File: config.mk
export PLATFORM = sky130hd
export DESIGN_NAME = heater_loop_top
export DESIGN_NICKNAME = d
export VERILOG_FILES = /design/src/rtl/heater_pkg.sv /design/src/rtl/heater_datapath.sv /design/src/rtl/heater_control.sv /design/src/rtl/heater_loop_top.sv
export SDC_FILE = /design/constraint.sdc
export NUM_CORES = 1
export LEC_CHECK = 0
export BUFFER_PORTS_ARGS = -buffer_cell sky130_fd_sc_hd__buf_4
export CAP_MARGIN = 20
export CORE_ASPECT_RATIO = 1.1
export CORE_MARGIN = 2
export CORE_UTILIZATION = 54
export CTS_BUF_LIST = sky130_fd_sc_hd__clkbuf_8
export DETAILED_ROUTE_END_ITERATION = 16
export HOLD_SLACK_MARGIN = 0.1
export PLACE_DENSITY = 0.8
export SYNTH_ARGS = -nofsm -noshare
export SYNTH_HDL_FRONTEND = slang
export SYNTH_SLANG_ARGS = --single-unit
File: constraint.sdc
create_clock -name clk -period 5.15 [get_ports clk]
set_input_delay 0.2575 -clock clk [delete_from_list [all_inputs] [get_ports clk]]
set_output_delay 0.2575 -clock clk [all_outputs]
set_load 0.005 [all_outputs]
File: src/rtl/heater_pkg.sv
package heater_pkg;
  typedef enum logic [1:0] {
    ST_IDLE = 2'd0,
    ST_ARM  = 2'd1,
    ST_HEAT = 2'd2,
    ST_COOL = 2'd3
  } heatState_e;

  typedef struct packed {
    logic latchBase;
    logic clrCnt;
    logic incCnt;
    logic selCool;
  } dpCtl_t;
endpackage

File: src/rtl/heater_datapath.sv
module heater_datapath
  import heater_pkg::*;
#(
  parameter int CODE_W = 4,
  parameter int CNT_W  = 16
) (
  input  logic              clk,
  input  logic              rstN,
  input  dpCtl_t            ctl,
  input  logic [CODE_W-1:0] codeIn,
  input  logic [CODE_W-1:0] riseSteps,
  input  logic [CNT_W-1:0]  timeoutFrames,
  input  logic [CNT_W-1:0]  coolFrames,
  output logic [CODE_W-1:0] baseCode,
  output logic              codeSat,
  output logic              targetMet,
  output logic              windowEnd,
  output logic              coolZero
);
  localparam logic [CODE_W-1:0] CODE_MAX = {CODE_W{1'b1}};

  logic [CODE_W:0]   targetSum;
  logic [CODE_W-1:0] targetCode;
  logic [CNT_W-1:0]  frameCnt;
  logic [CNT_W:0]    cntNext;
  logic [CNT_W-1:0]  limit;

  // saturating target
  assign targetSum  = {1'b0, baseCode} + {1'b0, riseSteps};
  assign targetCode = targetSum[CODE_W] ? CODE_MAX : targetSum[CODE_W-1:0];
  assign targetMet  = codeIn >= targetCode;
  assign codeSat    = codeIn == CODE_MAX;

  assign limit     = ctl.selCool ? coolFrames : timeoutFrames;
  assign cntNext   = {1'b0, frameCnt} + 1'b1;
  assign windowEnd = cntNext >= {1'b0, limit};
  assign coolZero  = coolFrames == '0;

  always_ff @(posedge clk or negedge rstN) begin
    if (!rstN) begin
      baseCode <= '0;
    end else if (ctl.latchBase) begin
      baseCode <= codeIn;
    end
  end

  always_ff @(posedge clk or negedge rstN) begin
    if (!rstN) begin
      frameCnt <= '0;
    end else if (ctl.clrCnt) begin
      frameCnt <= '0;
    end else if (ctl.incCnt) begin
      frameCnt <= cntNext[CNT_W-1:0];
    end
  end


  cnt_bound_chk: assert property (@(posedge clk) disable iff (!rstN)
    (!ctl.selCool && frameCnt != '0) |-> (frameCnt < timeoutFrames));
endmodule

File: src/rtl/heater_control.sv
module heater_control
  import heater_pkg::*;
(
  input  logic   clk,
  input  logic   rstN,
  input  logic   codeValid,
  input  logic   lowContrastReq,
  input  logic   napCmd,
  input  logic   codeSat,
  input  logic   targetMet,
  input  logic   windowEnd,
  input  logic   coolZero,
  output dpCtl_t ctl,
  output logic   heatEn,
  output logic   waitBase,
  output logic   cooling,
  output logic   errSat,
  output logic   timedOut,
  output logic   reached
);
  heatState_e state, stateNext;
  logic setErr, setTimeout, setReached, clrFlags;

  always_comb begin
    stateNext     = state;
    ctl.latchBase = 1'b0;
    ctl.incCnt    = 1'b0;
    setErr        = 1'b0;
    setTimeout    = 1'b0;
    setReached    = 1'b0;
    clrFlags      = 1'b0;
    if (napCmd) begin
      stateNext = ST_IDLE;
    end else begin
      unique case (state)
        ST_IDLE: if (lowContrastReq) begin
          stateNext = ST_ARM;
          clrFlags  = 1'b1;
        end
        ST_ARM: if (codeValid) begin
          if (codeSat) begin
            stateNext = ST_IDLE;
            setErr    = 1'b1;
          end else begin
            stateNext     = ST_HEAT;
            ctl.latchBase = 1'b1;
          end
        end
        ST_HEAT: if (codeValid) begin
          if (targetMet) begin
            stateNext  = ST_COOL;
            setReached = 1'b1;
          end else if (windowEnd) begin
            stateNext  = ST_COOL;
            setTimeout = 1'b1;
          end else begin
            ctl.incCnt = 1'b1;
          end
        end
        ST_COOL: begin
          if (coolZero) begin
            stateNext = ST_IDLE;
          end else if (codeValid) begin
            if (windowEnd) stateNext = ST_IDLE;
            else ctl.incCnt = 1'b1;
          end
        end
        default: stateNext = ST_IDLE;
      endcase
    end
    ctl.clrCnt  = stateNext != state;
    ctl.selCool = state == ST_COOL;
  end

  always_ff @(posedge clk or negedge rstN) begin
    if (!rstN) begin
      state    <= ST_IDLE;
      errSat   <= 1'b0;
      timedOut <= 1'b0;
      reached  <= 1'b0;
    end else begin
      state <= stateNext;
      if (clrFlags) begin
        errSat   <= 1'b0;
        timedOut <= 1'b0;
        reached  <= 1'b0;
      end else begin
        if (setErr)     errSat   <= 1'b1;
        if (setTimeout) timedOut <= 1'b1;
        if (setReached) reached  <= 1'b1;
      end
    end
  end

  assign heatEn   = (state == ST_HEAT) && !napCmd;
  assign waitBase = state == ST_ARM;
  assign cooling  = state == ST_COOL;


  nap_idle_chk: assert property (@(posedge clk) disable iff (!rstN)
    napCmd |=> (state == ST_IDLE));

  sat_refuse_chk: assert property (@(posedge clk) disable iff (!rstN)
    (state == ST_ARM && codeValid && codeSat && !napCmd) |=> (errSat && state == ST_IDLE));

  req_ignored_chk: assert property (@(posedge clk) disable iff (!rstN)
    (state == ST_HEAT && lowContrastReq && !codeValid && !napCmd) |=> (state == ST_HEAT));

  heat_entry_chk: assert property (@(posedge clk) disable iff (!rstN)
    (state != ST_HEAT) ##1 (state == ST_HEAT) |-> $past(state) == ST_ARM);

  one_outcome_chk: assert property (@(posedge clk) disable iff (!rstN)
    !(timedOut && reached));
endmodule

File: src/rtl/heater_loop_top.sv
module heater_loop_top
  import heater_pkg::*;
#(
  parameter int CODE_W = 4,
  parameter int CNT_W  = 16
) (
  input  logic              clk,
  input  logic              rstN,
  input  logic [CODE_W-1:0] codeIn,
  input  logic              codeValid,
  input  logic              lowContrastReq,
  input  logic              napCmd,
  input  logic [CODE_W-1:0] riseSteps,
  input  logic [CNT_W-1:0]  timeoutFrames,
  input  logic [CNT_W-1:0]  coolFrames,
  output logic              heatEn,
  output logic              waitBase,
  output logic              cooling,
  output logic [CODE_W-1:0] baseCode,
  output logic              errSat,
  output logic              timedOut,
  output logic              reached
);
  dpCtl_t ctl;
  logic codeSat, targetMet, windowEnd, coolZero;

  heater_datapath #(.CODE_W(CODE_W), .CNT_W(CNT_W)) u_dp (
    .clk(clk), .rstN(rstN), .ctl(ctl), .codeIn(codeIn),
    .riseSteps(riseSteps), .timeoutFrames(timeoutFrames),
    .coolFrames(coolFrames), .baseCode(baseCode), .codeSat(codeSat),
    .targetMet(targetMet), .windowEnd(windowEnd), .coolZero(coolZero)
  );

  heater_control u_ctl (
    .clk(clk), .rstN(rstN), .codeValid(codeValid),
    .lowContrastReq(lowContrastReq), .napCmd(napCmd), .codeSat(codeSat),
    .targetMet(targetMet), .windowEnd(windowEnd), .coolZero(coolZero),
    .ctl(ctl), .heatEn(heatEn), .waitBase(waitBase), .cooling(cooling),
    .errSat(errSat), .timedOut(timedOut), .reached(reached)
  );
endmodule

# Word-level counts from Yosys, hierarchy flattened
# Cells that the tools add are included.
[totals] elab_cells=71 reg_bits=25
[classes] n_eq_ne=5 reduce_logical=8 muxes=48 addsub=2 magnitude_cmp=2
[ops] op="2-to-1 mux 16 bit" count=3
[ops] op="2-to-1 mux 1 bit" count=32
[ops] op="2-to-1 mux 2 bit" count=10
[ops] op="adder 16 x 1 -> 17 bit (second input constant)" count=1
[ops] op="greater-or-equal comparator 17 x 16 -> 1 bit" count=1
[ops] op="zero test 16 bit" count=1
[ops] op="case mux 2 bit (4 select lines)" count=1
[ops] op="nonzero test 2 bit" count=4
[ops] op="adder 4 x 4 -> 5 bit" count=1
[ops] op="equality test 2 bit (second input constant)" count=2
[ops] op="equality test 4 bit (second input constant)" count=1
[ops] op="greater-or-equal comparator 4 bit" count=1
[ops] op="2-to-1 mux 4 bit" count=1
[ops] op="equality test 2 x 1 -> 1 bit (second input constant)" count=1
[ops] op="zero test 2 bit" count=1
[ops] op="!= test 2 bit" count=1
[ops] op="case mux 1 bit (2 select lines)" count=1
[ops] op="logical AND 1 bit" count=1
[ops] op="zero test 1 bit" count=1

# Depth between registers and ports, before layout
# Gate-level depths: netlist of the first run.
[logic_depth] ltp_word=10 mapped_depth=15

# By module
# From an unflattened synthesis of the first run, not the netlist that was laid out.
[unflattened] cells_unflattened=254 hier_area_um2=2279.7
[by_module_without_submodules] mod="heater_datapath" instances=1 cells_each=213 area_per_inst_um2=1904.3
[by_module_without_submodules] mod="heater_control" instances=1 cells_each=41 area_per_inst_um2=375.4

# Worst setup path after synthesis of the first run
# OpenSTA, ideal clock, no wires.
[synth_path] kind="reg-to-reg" from="reg u_ctl.state[0]" to="reg u_dp.frameCnt[10]" synth_period_minus_slack_ps=3702 path_slack_ps=1448 arrival_time_ps=3625 n_path_buf=3 t_required_ps=5073 path_stages_with_launch=13 setup_ps=77 path_cell_list="dfrtp_1 > clkbuf_1 > nand2_1 > clkbuf_1 > mux2i_1 > ha_1 > a21o_1 > a221o_1 > a2111o_1 > a211o_4 > buf_6 > or4_1 > a21oi_1"
[synth_via] elab_chain_len=10 elab_cells_between_ends=26 cone_classes="order compare (1); eq/ne (4); mux (19); reduce/logical (2)"
[synth_rtl] item="from (decl)" line_no="heater_control.sv:21" text="heatState_e state, stateNext;"
[synth_rtl] item="from (signal assigned)" line_no="heater_control.sv:82" text="state <= stateNext;"
[synth_rtl] item="equality test 2 bit" line_no="heater_control.sv:35, heater_control.sv:72"
[synth_rtl] item="2-to-1 mux 16 bit" line_no="heater_datapath.sv:34" text="assign limit = ctl.selCool ? coolFrames : timeoutFrames;"
[synth_rtl] item="greater-or-equal comparator 17 x 16 -> 1 bit" line_no="heater_datapath.sv:36" text="assign windowEnd = cntNext >= {1'b0, limit};"
[synth_rtl] item="2-to-1 mux 2 bit (on tied branches)" line_no="heater_control.sv:64, heater_control.sv:53"
[synth_rtl] item="2-to-1 mux 2 bit (on tied branches)" line_no="heater_control.sv:63, heater_control.sv:50"
[synth_rtl] item="2-to-1 mux 2 bit (on tied branches)" line_no="heater_control.sv:61, heater_control.sv:49"
[synth_rtl] item="case mux 2 bit (4 select lines)" line_no="heater_control.sv:35" text="unique case (state)"
[synth_rtl] item="2-to-1 mux 2 bit" line_no="heater_control.sv:32" text="if (napCmd) begin"
[synth_rtl] item="!= test 2 bit" line_no="heater_control.sv:71" text="ctl.clrCnt = stateNext != state;"
[synth_rtl] item="2-to-1 mux 16 bit or nonzero test 2 bit (tied branches)"
[synth_rtl] item="to (signal assigned)" line_no="heater_datapath.sv:53" text="frameCnt <= cntNext[CNT_W-1:0];"
[synth_rtl] item="to (decl)" line_no="heater_datapath.sv:24" text="logic [CNT_W-1:0] frameCnt;"
# Parallel ways exist; a longest one is shown, timed or not.
# A chain may end at the register's enable or synchronous reset.

# Final worst setup path of the first run
[layout_path] from="reg u_dp.frameCnt[0]" to="reg u_dp.frameCnt[14]"
[layout_via] elab_chain_len=9 elab_cells_between_ends=21 cone_classes="add/sub (1); order compare (1); eq/ne (1); mux (17); reduce/logical (1)"
[layout_rtl] item="adder 16 x 1 -> 17 bit *" line_no="heater_datapath.sv:35" text="assign cntNext = {1'b0, frameCnt} + 1'b1;"
[layout_rtl] item="greater-or-equal comparator 17 x 16 -> 1 bit" line_no="heater_datapath.sv:36"
[layout_rtl] item="2-to-1 mux 2 bit (on tied branches)" line_no="heater_control.sv:64, heater_control.sv:53"
[layout_rtl] item="2-to-1 mux 2 bit (on tied branches)" line_no="heater_control.sv:63, heater_control.sv:50"
[layout_rtl] item="2-to-1 mux 2 bit (on tied branches)" line_no="heater_control.sv:61, heater_control.sv:49"
[layout_rtl] item="case mux 2 bit (4 select lines)" line_no="heater_control.sv:35"
[layout_rtl] item="2-to-1 mux 2 bit" line_no="heater_control.sv:32"
[layout_rtl] item="!= test 2 bit" line_no="heater_control.sv:71"
[layout_rtl] item="2-to-1 mux 16 bit or nonzero test 2 bit (tied branches)"
# Mark *: on every way between the ends. The rest lies on a longest branch, timed or not. The select of a mux whose other input is x is not followed.

==> impl_metrics.toml, run 1 <==
[route]
dr.first_iter.drc_count = 108
drt_pass1_iterations = 4
num_vias = 2198
wl_per_cell_um = 16.13
vias_per_cell = 6.192
drc = 0
wl_mm = 5.727
ant_nets = 0

[layout]
antenna-diode-count = 0
area_growth_pct = 21.22
n_fill_cell = 342
final_area_um2 = 2766
final_core_utilization_pct = 68.75
finalNetCount = 375
drive_gt1_share_pct = 21.78

[yosys]
synth-seq-cells = 25
synth_area_um2 = 2282
yosys_warnings = 0
ys_async_sr_fraction_pct = 100.0
synth_cells = 254
synth_cell_types = 46
ys.flop_type = "dfrtp_1"
synth.yosys.seq_area_share_pct = 27.41
synthesis.nets = 325
synth.avg_cell_area_um2 = 8.985
synth_edf_count = 0

[placement]
io_buffers = 54
post_dp_cell_area_um2 = 2710
dp_hpwl_mm = 4.509
dp_worst_setup_slack_ns = 1.248
gp_congestion = 0.8930

[floorplanning]
fp.dieArea_um2 = 4763
rows = 24
die_w_um = 65.99
start_util_pct = 56.72
core_area_um2 = 4024
fp.dieH_um = 72.18
pin_count = 55

[timing]
tns_ns = 0
setup_viol = 0
maxSlewHeadroom_pct = 55.42
min_period_over_period_pct = 76.33
fin_worst_skew_ns = 0.007483
slew_violations = 0
worstMarginPinSlew_ns = 0.6678
hold_violations = 0
clock.fmax_mhz = 254.4
period_needed_ns = 3.931
rsz0062_at_grt = "false"
postLayoutSetupSlackWorst_ns = 1.219

[clock_network]
ctsRootBufferMaster = "clkbuf_8"
cts_buffers = 3
cts_tree = "built"
cts_buffer_depth = 2
clkLatencyLatePin_ns = 0.27
post_cts_buffers = 0
clk_pin_slew_worst_paths_ns = 0.09
h-tree-depth = 1
clock-sinks = 25

[global_route]
grt_overflow = 0
grt_pass1_wl_mm = 9.570
grtUsageMet3_pct = 4.031
grt.met2_usage_pct = 42.87
use_met1_pct = 33.99
antenna_found_initial = 0
grt_max_degree = 38
grt_pass1_vias = 2088
top_usage_layer = "met2"
grtUsageTotal_pct = 25.20

[pwr]
p_clk_share_pct = 15.6
cellPowerDensity_nw_per_um2 = 271.2
switching_share_pct = 38.94
internal_power_w = 0.0004580
ir_worst_vdd_uv = 149.9
p_leak_nw = 1.337
combPwrFrac_pct = 49.6
p_sw_w = 0.0002921
p_seq_share_pct = 34.8

[critical_path]
arrival_ns = 4.12
worst_setup_path_start_kind = "register"
crit_fanout = 37
worstSetupEndpointType = "register"
worstSetupPathType = "reg -> reg"
worstPathRequired_ns = 5.33

[worst_hold_path]
hold_class = "in -> reg"

[status]
outcome = "complete, no violations"

[flow_run]
drv_cap = 0
-- flip-flops by register name (all words and copies together) (netlist names) --
name / flops
u_dp.baseCode: 4
u_ctl.timedOut: 1
u_ctl.state: 2
u_ctl.reached: 1
u_dp.frameCnt: 16
u_ctl.errSat: 1
-- path summary, 6_finish.rpt --
path	from	endpoint	slack, ns	depth (start not counted)
setup / recovery	u_dp.frameCnt[0]	u_dp.frameCnt[14]	1.22	11
hold / removal	codeIn[3]	u_dp.baseCode[3]	0.24	2
setup reg to reg	u_dp.frameCnt[0]	u_dp.frameCnt[14]	1.22	11
hold reg to reg	u_ctl.reached	u_ctl.reached	0.51	2
max in group asynchronous	rstN	u_ctl.state[0]	4.47	2
min in group asynchronous	rstN	u_dp.baseCode[1]	0.42	2
-- area by class of cell --
| cell class | count | area (µm²) | share of cell area [%] |
|---|---|---|---|
| Tap cell | 52 | 65.06 | 2.352 |
| Inverter | 6 | 22.52 | 0.8141 |
| Clock buffer | 3 | 41.29 | 1.493 |
| Sequential cell | 25 | 625.6 | 22.61 |
| Multi-Input combinational cell | 211 | 1577 | 56.99 |
| Clock inverter | 1 | 5.005 | 0.1809 |
| Timing Repair Buffer | 57 | 430.4 | 15.56 |
-- layout by cell type (no fill, tap or decap), drive strengths merged, types with 6 or more instances in the layout --
master  count
a21oi      24
buf        56
dfrtp      25
ha         25
inv         6
mux2i      15
nand2      11
nand3      11
nand4       6
nor2       13
o21ai       6
o31ai      14
or4        14
xnor2      12
-- layer usage --
layer  up-vias  wire [µm]
li1       1082          -
met5         -          0
met4         0         56
met2        78       2800
met3         4        349
met1      1034       2520
-- worst max-delay path, cell delays in order, from the launching register on --
cell	delay [ns]
dfrtp_1	0.44
ha_1	0.27
nand4_1	0.17
or2_2	0.36
xnor2_1	0.14
ha_1	0.31
and2_1	0.17
a221o_1	0.29
a2111o_1	0.42
a211o_4	0.41
o32a_1	0.62
a21oi_1	0.22
-- stage by stage --
step / instances / hold slack (ns) / power, W
after floorplan: 254 / -0.03809 / 0.0004981
after global placement: 350 / 0.1845 / 0.0006217
after detailed placement: 350 / 0.1864 / 0.0006344
after CTS: 355 / 0.2435 / 0.0007512
after global routing: 355 / 0.2462 / 0.0008086
final: 355 / 0.2443 / 0.0007501
-- power groups by stage --
stage	Sequential [W]	Clock, W	Combinational (W)
finish	0.000261	0.000117	0.000372
CTS	0.000260	0.000120	0.000371
global placement	0.000261	0	0.000360
floorplan	0.000251	0	0.000247
detailed placement	0.000264	0	0.000370
global route	0.000264	0.000128	0.000417
-- repair_timing --
action,CTS,global route
gates resized for setup,0,0
hold buffers,1,0
endpoints found under the hold margin,25,0
setup endpoints to repair,0,0
-- synth_stat cells, types with 2 or more instances --
cell type | n | share of area [%]
a211o_1 | 2 | 0.77
a211oi_1 | 2 | 0.66
a21o_1 | 4 | 1.3
a21oi_1 | 24 | 5.3
a31oi_1 | 3 | 0.82
and2_1 | 2 | 0.55
and3_1 | 2 | 0.55
and4_1 | 3 | 1.2
clkbuf_1 | 9 | 1.5
dfrtp_1 | 25 | 27
ha_1 | 25 | 14
inv_1 | 6 | 0.99
mux2i_1 | 15 | 6.6
nand2_1 | 11 | 1.8
nand2b_1 | 2 | 0.55
nand3_1 | 11 | 2.4
nand4_1 | 6 | 1.6
nor2_1 | 13 | 2.1
nor2b_1 | 5 | 1.4
nor3_1 | 4 | 0.88
nor4_1 | 5 | 1.4
o21a_1 | 2 | 0.66
o21ai_0 | 6 | 1.3
o22a_1 | 4 | 1.5
o31ai_1 | 14 | 4.6
or2_2 | 3 | 0.82
or3_1 | 2 | 0.55
or4_1 | 14 | 4.6
xnor2_1 | 12 | 4.6
xor2_1 | 2 | 0.77
-- kinds of logic (layout without fill, tap and decap cells) --
group | Yosys count | count (layout) | synth area share [%]
AO/OA/AOI/OAI | 70 | 70 | 20.94
XOR/XNOR | 14 | 14 | 5.373
adder cells (fa/ha/maj) | 26 | 26 | 14.58
buffers and inverters | 18 | 67 | 3.508
flip-flops | 25 | 25 | 27.41
multiplexers | 16 | 16 | 7.072
AND/OR/NAND/NOR | 85 | 85 | 21.11
Power figures use the tool's default switching activity.
==> run 2: changes to the inputs <==
--- a/config.mk
+++ b/config.mk
@@ -5,15 +5,16 @@
 export SDC_FILE = /design/constraint.sdc
 export NUM_CORES = 1
 export LEC_CHECK = 0
+export ABC_AREA = 1
 export BUFFER_PORTS_ARGS = -buffer_cell sky130_fd_sc_hd__buf_4
 export CAP_MARGIN = 20
 export CORE_ASPECT_RATIO = 1.1
 export CORE_MARGIN = 2
-export CORE_UTILIZATION = 54
+export CORE_UTILIZATION = 51
 export CTS_BUF_LIST = sky130_fd_sc_hd__clkbuf_8
 export DETAILED_ROUTE_END_ITERATION = 16
 export HOLD_SLACK_MARGIN = 0.1
-export PLACE_DENSITY = 0.8
+export PLACE_DENSITY = 0.79
 export SYNTH_ARGS = -nofsm -noshare
 export SYNTH_HDL_FRONTEND = slang
 export SYNTH_SLANG_ARGS = --single-unit
==> constraint.sdc (replaced) <==
create_clock -name clk -period 3.4 [get_ports clk]
set_input_delay 0.17 -clock clk [delete_from_list [all_inputs] [get_ports clk]]
set_output_delay 0.17 -clock clk [all_outputs]
set_load 0.005 [all_outputs]
==> run 2 against run 1 <==
Effect of this change:
- via count grew 7.4%
- combinational power is 33% higher
- clock skew shrank 0.0043 ns
- cell area grew 9.2%
- largest cell class unchanged
- largest power group unchanged
==> impl_metrics.toml, run 2 <==
[critical_path]
cpMaxStageDelayCell = "dfrtp_1"
rr_worst_depth = 22
worst_setup_path_start_kind = "register"
r2r_end = "u_dp.frameCnt[8]"
cp.depth = 22
worstSetupPathType = "reg -> reg"
arrival_ns = 3.30
crit_fanout = 8
cp_top_family = "simple AND/OR/NAND/NOR gates"
worstPathRequired_ns = 3.57
cpPeakStageDelay_ns = 0.42
worstPathCellList = "ha_1 > nand2_2 > nor2_2 > nand2_2 > nor3_2 > nand2_1 > xor2_1 > ha_1 > nand2_1 > nand2_1 > a21oi_1 > o21ai_1 > nor2_1 > nand2_2 > nand2_2 > nand2_2 > nand2_1 > nand2_1 > nand2_1 > nand2_2 > nand3_4 > nor2_2"
ff2ff_setup_slack_ns = 0.27
worstSetupEndpointType = "register"
r2r-start = "u_dp.frameCnt[0]"
critPathBufInv = 0

[route]
dr.first_iter.drc_count = 68
vias_per_cell = 4.876
wl_per_cell_um = 11.15
drc = 0
wl_mm = 5.395
ant_nets = 0
num_vias = 2360
drt_pass1_iterations = 4

[floorplanning]
core_area_um2 = 4619
fp.dieH_um = 76.51
start_util_pct = 52.76
fp.dieArea_um2 = 5349
pin_count = 55
rows = 26
die_w_um = 69.92

[worst_hold_path]
whs_path_depth = 3
min_delay_worst_endpoint = "u_dp.baseCode[2]"
hold_class = "in -> reg"
hold_start = "codeIn[2]"

[clock_network]
clk_pin_slew_worst_paths_ns = 0.08
h-tree-depth = 1
ctsRootBufferMaster = "clkbuf_8"
clock-sinks = 25
cts_buffers = 3
clkLatencyLatePin_ns = 0.27
cts_buffer_depth = 2
cts_tree = "built"

[layout]
area_growth_pct = 23.92
seqCellArea_um2 = 625.6
final_core_utilization_pct = 65.38
final_cell_mix = "89 x nand2_1, 70 x inv_1, 60 x buf_4"
largest-register = "u_dp.frameCnt"
n_fill_cell = 416
drive_gt1_share_pct = 23.13
reg.largest.list = "u_dp.frameCnt (16), u_dp.baseCode (4), u_ctl.state (2)"
largest_reg_flops = 16
final_common_cell = "nand2_1"
finalNetCount = 500
multiInputGateArea_um2 = 1549
antenna-diode-count = 0
stdcell_count = 484

[yosys]
ys.flop_type = "dfrtp_1"
synth-seq-cells = 25
ys_async_sr_fraction_pct = 100.0
synth.yosys.seq_area_share_pct = 25.67
synth.avg_cell_area_um2 = 6.623
synth.top_cell.area_share_pct = 25.67
synthesis.nets = 439
synth_cell_types = 28
synth_edf_count = 0
synth_area_um2 = 2437
yosys_warnings = 0
yosys.area.top_type = "dfrtp_1"
synth.area.top_cells = "dfrtp_1 26%, nand2_1 14%, ha_1 13%, inv_1 11%, o21ai_0 7.2%"
synthTopCellsByCount = "90 x nand2_1, 70 x inv_1, 36 x nor2_1"
synth.most_common_cell = "nand2_1"
synth_cells = 368

[timing]
fin_worst_skew_ns = 0.003189
whs_ns = 0.1925
tns_ns = 0
clock.fmax_mhz = 319.2
period_needed_ns = 3.133
min_period_over_period_pct = 92.15
maxSlewHeadroom_pct = 77.94
worstMarginPinSlew_ns = 0.3278
slew_violations = 0
hold_violations = 0
setup_viol = 0

[placement]
dp_hpwl_mm = 4.379
gp_congestion = 0.8528
dp_cells = 476
io_buffers = 54

[global_route]
grt_max_degree = 33
antenna_found_initial = 0
grt_pass1_wl_mm = 9.515
grtUsageTotal_pct = 20.98
grt_overflow = 0
grt_pass1_vias = 2320

[pwr]
ir_worst_vdd_uv = 480.6
p_leak_nw = 1.616
cellPowerDensity_nw_per_um2 = 342.0

[status]
outcome = "complete, no violations"

[flow_run]
drv_cap = 0
## run 2: cell types whose count changed in the layout (fill, tap and decap cells not counted), sizes merged, moves of 4 or more
cell,delta
a21oi,-17
buf,+4
inv,+65
mux2i,-15
nand2,+90
nor2,+34
nor2b,-5
o21ai,+30
o22a,-4
o31ai,-14
or4,-14
xnor2,-12
xor2,+11
## run 2: layout make-up
cell class / count / area share [%]
Tap cell: 56 / 2.320
Clock buffer: 3 / 1.367
Clock inverter: 1 / 0.1657
Sequential cell: 25 / 20.71
Multi-Input combinational cell: 267 / 51.28
Timing Repair Buffer: 61 / 15.24
Inverter: 71 / 8.906
## run 2: what timing repair did
item                                    CTS  global route
setup buffers                             0             2
hold endpoints to repair                 25             0
hold buffers                              1             0
endpoints found under the setup margin    0            16
resized for setup                         0            13
## run 2: per-stage QoR
| step | power [W] | instance area (µm²) | setup slack [ns] |
|---|---|---|---|
| 4_1_cts | 0.001025 | 2960 | 0.1320 |
| 2_1_floorplan | 0.0006828 | 2437 | 0.5241 |
| 6_report | 0.001033 | 3020 | 0.2670 |
| 3_5_place_dp | 0.0008474 | 2904 | 0.1782 |
| 5_1_grt | 0.001128 | 3020 | -0.0002054 |
| 3_3_place_gp | 0.0008315 | 2904 | 0.3095 |
## run 2: worst max-delay path by stage
stage / from / to / slack, ns
finish: u_dp.frameCnt[0] / u_dp.frameCnt[8] / 0.27
global route: u_dp.frameCnt[0] / u_dp.frameCnt[1] / -0.0002
CTS: u_dp.frameCnt[0] / u_dp.frameCnt[2] / 0.13
detailed placement: u_dp.frameCnt[0] / u_dp.frameCnt[2] / 0.18
global placement: u_dp.frameCnt[0] / u_dp.frameCnt[8] / 0.31
floorplan: u_dp.frameCnt[0] / u_dp.frameCnt[10] / 0.52
## run 2: power by group
group | switching, W | internal (W) | leakage (nW) | total [W]
Sequential | 0.0000351 | 0.000327 | 0.342 | 0.000362
Combinational | 0.000275 | 0.000220 | 1.25 | 0.000496
Clock | 0.0000930 | 0.0000821 | 0.0255 | 0.000175
Total | 0.000403 | 0.000629 | 1.62 | 0.00103
## run 2: metal layers
metal  vias to the layer above  global-route usage [%]  wire (µm)
li1                       1270                       -          -
met1                      1026                   27.27       2466
met2                        57                   36.86       2569
met3                         7                   2.116        279
met4                         0                   5.769         80
met5                         -                       0          0
## run 2: kinds of logic (layout without fill, tap and decap cells)
group                      Yosys count  after routing  synth area share [%]
DFF                                 25             25                 25.67
adders and majority gates           26             26                 13.66
AOI/OAI and AO/OA                   51             51                 11.14
xor gates and xnor gates            13             13                 4.671
and+or+nand+nor                    176            177                 32.34
buffers and inverters               77            136                 12.53
## run 2: worst register-to-register path, cell delays in order, from the launching register on
cell,delay [ns]
dfrtp_1,0.42
ha_1,0.22
nand2_2,0.09
nor2_2,0.13
nand2_2,0.11
nor3_2,0.17
nand2_1,0.10
xor2_1,0.21
ha_1,0.28
nand2_1,0.07
nand2_1,0.04
a21oi_1,0.13
o21ai_1,0.08
nor2_1,0.19
nand2_2,0.09
nand2_2,0.08
nand2_2,0.06
nand2_1,0.09
nand2_1,0.07
nand2_1,0.08
nand2_2,0.09
nand3_4,0.17
nor2_2,0.05
